`src/rtl/parity_pair_fsm.sv`:
```
module parity_pair_fsm (
  input  logic       clk,
  input  logic       rst,
  input  logic       sym_vld,
  input  logic [1:0] sym,
  output logic       match,
  output logic [1:0] state,
  output logic       bad_sym
);
  localparam logic [1:0] ST_EE = 2'b00;
  localparam logic [1:0] ST_EO = 2'b01;
  localparam logic [1:0] ST_OO = 2'b10;
  localparam logic [1:0] ST_OE = 2'b11;

  localparam logic [1:0] SYM_A = 2'b00;
  localparam logic [1:0] SYM_B = 2'b01;
  localparam logic [1:0] SYM_C = 2'b10;

  logic [1:0] st_q, st_d;
  logic       err_q;

  always_comb begin
    st_d = st_q;
    if (sym_vld) begin
      unique case (sym)
        SYM_A: st_d = ~st_q;
        SYM_B: st_d = {st_q[1], ~st_q[0]};
        SYM_C: st_d = st_q;
        default: st_d = st_q;
      endcase
    end
  end

  always_ff @(posedge clk) begin
    if (rst) begin
      st_q  <= ST_EE;
      err_q <= 1'b0;
    end else begin
      st_q <= st_d;
      if (sym_vld && sym == 2'b11) err_q <= 1'b1;
    end
  end

  assign state   = st_q;
  assign match   = (st_q == ST_EO);
  assign bad_sym = err_q;

  logic unused_ok;
  assign unused_ok = (ST_OO == ST_OE);
endmodule


```
`config.mk`:
```
export PLATFORM = sky130hd
export DESIGN_NAME = parity_pair_fsm
export DESIGN_NICKNAME = d
export VERILOG_FILES = /design/src/rtl/parity_pair_fsm.sv
export SDC_FILE = /design/constraint.sdc
export NUM_CORES = 1
export LEC_CHECK = 0
export BUFFER_PORTS_ARGS = -buffer_cell sky130_fd_sc_hd__clkbuf_2
export CORE_AREA = 2 2 39 41
export CTS_CLUSTER_DIAMETER = 80
export DETAILED_ROUTE_END_ITERATION = 16
export DIE_AREA = 0 0 41 43
export PLACE_DENSITY = 0.39
export SLEW_MARGIN = 20
export SYNTH_ARGS = -nofsm -noshare
export SYNTH_HDL_FRONTEND = slang
export SYNTH_SLANG_ARGS = --single-unit
```
`constraint.sdc`:
```
create_clock -name clk -period 1.69 [get_ports clk]
set_clock_uncertainty 0.2 [all_clocks]
set_input_delay 0.0845 -clock clk [delete_from_list [all_inputs] [get_ports clk]]
set_output_delay 0.0845 -clock clk [all_outputs]
set_load 0.03 [all_outputs]
```
==> impl_metrics.ini <==
[run]
max_cap_violations = 0

[cells_and_area]
design_area_um2 = 259
nets = 35
area_delta_synth_final_pct = 111
n_antenna_cell = 0
final_cells = 45
fin_util = 0.187
drive_gt1_frac = 0.448

[worst_setup_path]
endpoint_kind = flop
r2r_setup_slack_ns = 0.29
path_common_cell = dlygate4sd3_1
crit_path_max_fanout = 2
crit_family = buffers and inverters
worstSetupStartpointType = input port
cp.buffers_inverters = 3
cpMaxStageDelayCell = dlygate4sd3_1
cp.required_ns = 1.62
cp.arrival_ns = 1.52
critPathMaxStageDelay_ns = 0.57
path_cells = clkbuf_2 > dlygate4sd3_1 > a31oi_1 > dlygate4sd3_1 > nor2_1
critPathKind = in2reg

[detailed_routing]
wl_per_cell_um = 8.58
drc = 0
vias_per_cell = 3.33
initialDrtViolationCount = 6
wl_um = 386
firstDrtPassIters = 2
vias = 150
drtAntennaViolNets = 0

[global_route]
overflow = 0
grt_pass1_wl_um = 538
antenna_found_initial = 0
grt_max_degree = 4
use_met1 = 0.0577
use_met3 = 0.0576
grt.busiest_layer = met4
grt_pass1_vias = 141
grt_use_met2 = 0.0469
grtUsageTotal = 0.0532

[power_and_ir_drop]
p_per_area_mw_per_mm2 = 989
clkPwrFrac = 0.493
p_sw_frac = 0.263
intPower_mw = 0.189
seq_power_share = 0.312
p_total_mw = 0.256
p_switching_mw = 0.0675
p_leak_nw = 0.117
power_frac_comb = 0.194
ir_drop_mv = 0.149

[floorplan]
core_mm2 = 0.00138
die_h_um = 43
die-area_mm2 = 0.00176
io_pins = 9
die_x_um = 41
placementRows = 14
initial_utilization = 0.0886

[placement]
dp_cells = 36
dpl_cell_area_um2 = 183
routabilityCongestion = 0.560
numPortBuffers = 8

[sta]
post-route-min-period_ns = 1.59
relSlewSlack = 0.886
worstMarginPinSlew_ns = 0.172
period_share = 0.940
hold_viol_final = 0
setup_violations = 0
fmax_mhz = 629
finalMaxSlewViolations = 0
rsz0062_at_grt = false
tns_ns = 0

[worst_hold_path]
hold_class = in2reg

[cts]
cts_repair_resize_count = 0
cts_root_buf = clkbuf_4
cts_tree = yes
cts_buffers = 3
cts.path.max_buffers = 2
clk_pin_slew_ns = 0.04
htree_levels = 1
cts.sinks = 3
clock_latency_ns = 0.23

[logic_synthesis]
ys_seq_area_frac = 0.490
yosysWarnings = 0
syn_area_per_cell_um2 = 10.2
syn_nets = 17
synth-seq-cells = 3
synth_cell_types = 7
synthCells = 12
netlist_area_um2 = 123

[status]
outcome = finished clean
power groups by stage:
stage,logic (mW),registers [mW],clock network [mW]
final,0.0498,0.0800,0.126
after detailed placement,0.0395,0.0812,0
after global placement,0.0392,0.0810,0
after global routing,0.0537,0.0806,0.138
after floorplan,0.0157,0.0900,0
after CTS,0.0496,0.0801,0.134
layout by cell type (no fill, tap or decap):
cell / synthesis / layout
clkbuf_4: 0 / 3
clkbuf_1: 0 / 1
dfxtp_1: 3 / 3
and2b_2: 1 / 1
dlygate4sd3_1: 0 / 5
clkbuf_2: 0 / 8
nor2_1: 3 / 3
a31oi_1: 1 / 1
nor3b_2: 1 / 1
nor2b_1: 1 / 1
xnor2_1: 2 / 2
timing repair:
| item | 4_1_cts | 5_1_grt |
|---|---|---|
| buffers inserted | 0 | 0 |
| endpoints found under the hold margin | 3 | 0 |
| hold buffers | 5 | 0 |
state kept, by name (all words and copies together) (netlist names):
signal	count
state	2
bad_sym	1
path summary, 6_finish.rpt:
kind	end	start	cells after the start
max reg2reg	state[1]	state[1]	3
max	bad_sym	sym[0]	5
min	state[0]	sym_vld	4
min reg2reg	state[0]	state[0]	2
area by class of cell:
class	instances	area [um2]
sequential	3	60.1
clock buffer	4	26.3
timing repair buffer	13	90.1
fill	164	1120
tap	16	20.0
multi-input combinational	9	62.6
worst register-to-register path, stage by stage (launching register included):
cell           delay (ns)
dfxtp_1              0.36
xnor2_1              0.14
nor2_1               0.05
dlygate4sd3_1        0.54
cell usage after synthesis:
| library cell | n | area (um2) |
|---|---|---|
| a31oi_1 | 1 | 6.26 |
| nor2b_1 | 1 | 6.26 |
| nor2_1 | 3 | 11.3 |
| xnor2_1 | 2 | 17.5 |
| nor3b_2 | 1 | 12.5 |
| dfxtp_1 | 3 | 60.1 |
| and2b_2 | 1 | 8.76 |
layer usage:
metal | up-vias | share of wire
met5 | - | 0
met4 | 0 | 0
met3 | 0 | 0.16
met2 | 9 | 0.37
met1 | 68 | 0.48
li1 | 73 | -
cell families (layout without fill, tap and decap cells):
| family | after synthesis | in the layout | share of synthesized area |
|---|---|---|---|
| flops | 3 | 3 | 0.490 |
| compound gates | 1 | 1 | 0.0511 |
| simple gates | 6 | 6 | 0.316 |
| buf+inv | 0 | 17 | 0 |
| xor+xnor | 2 | 2 | 0.143 |
stage by stage:
step / worst slack (ns) / hold WS, ns
after floorplan: 0.379 / -0.0431
after global placement: 0.727 / 0.0929
after detailed placement: 0.716 / 0.0919
after CTS: 0.138 / 0.0608
after global routing: 0.0540 / 0.0787
final: 0.101 / 0.0578
Power figures use the tool's default switching activity.
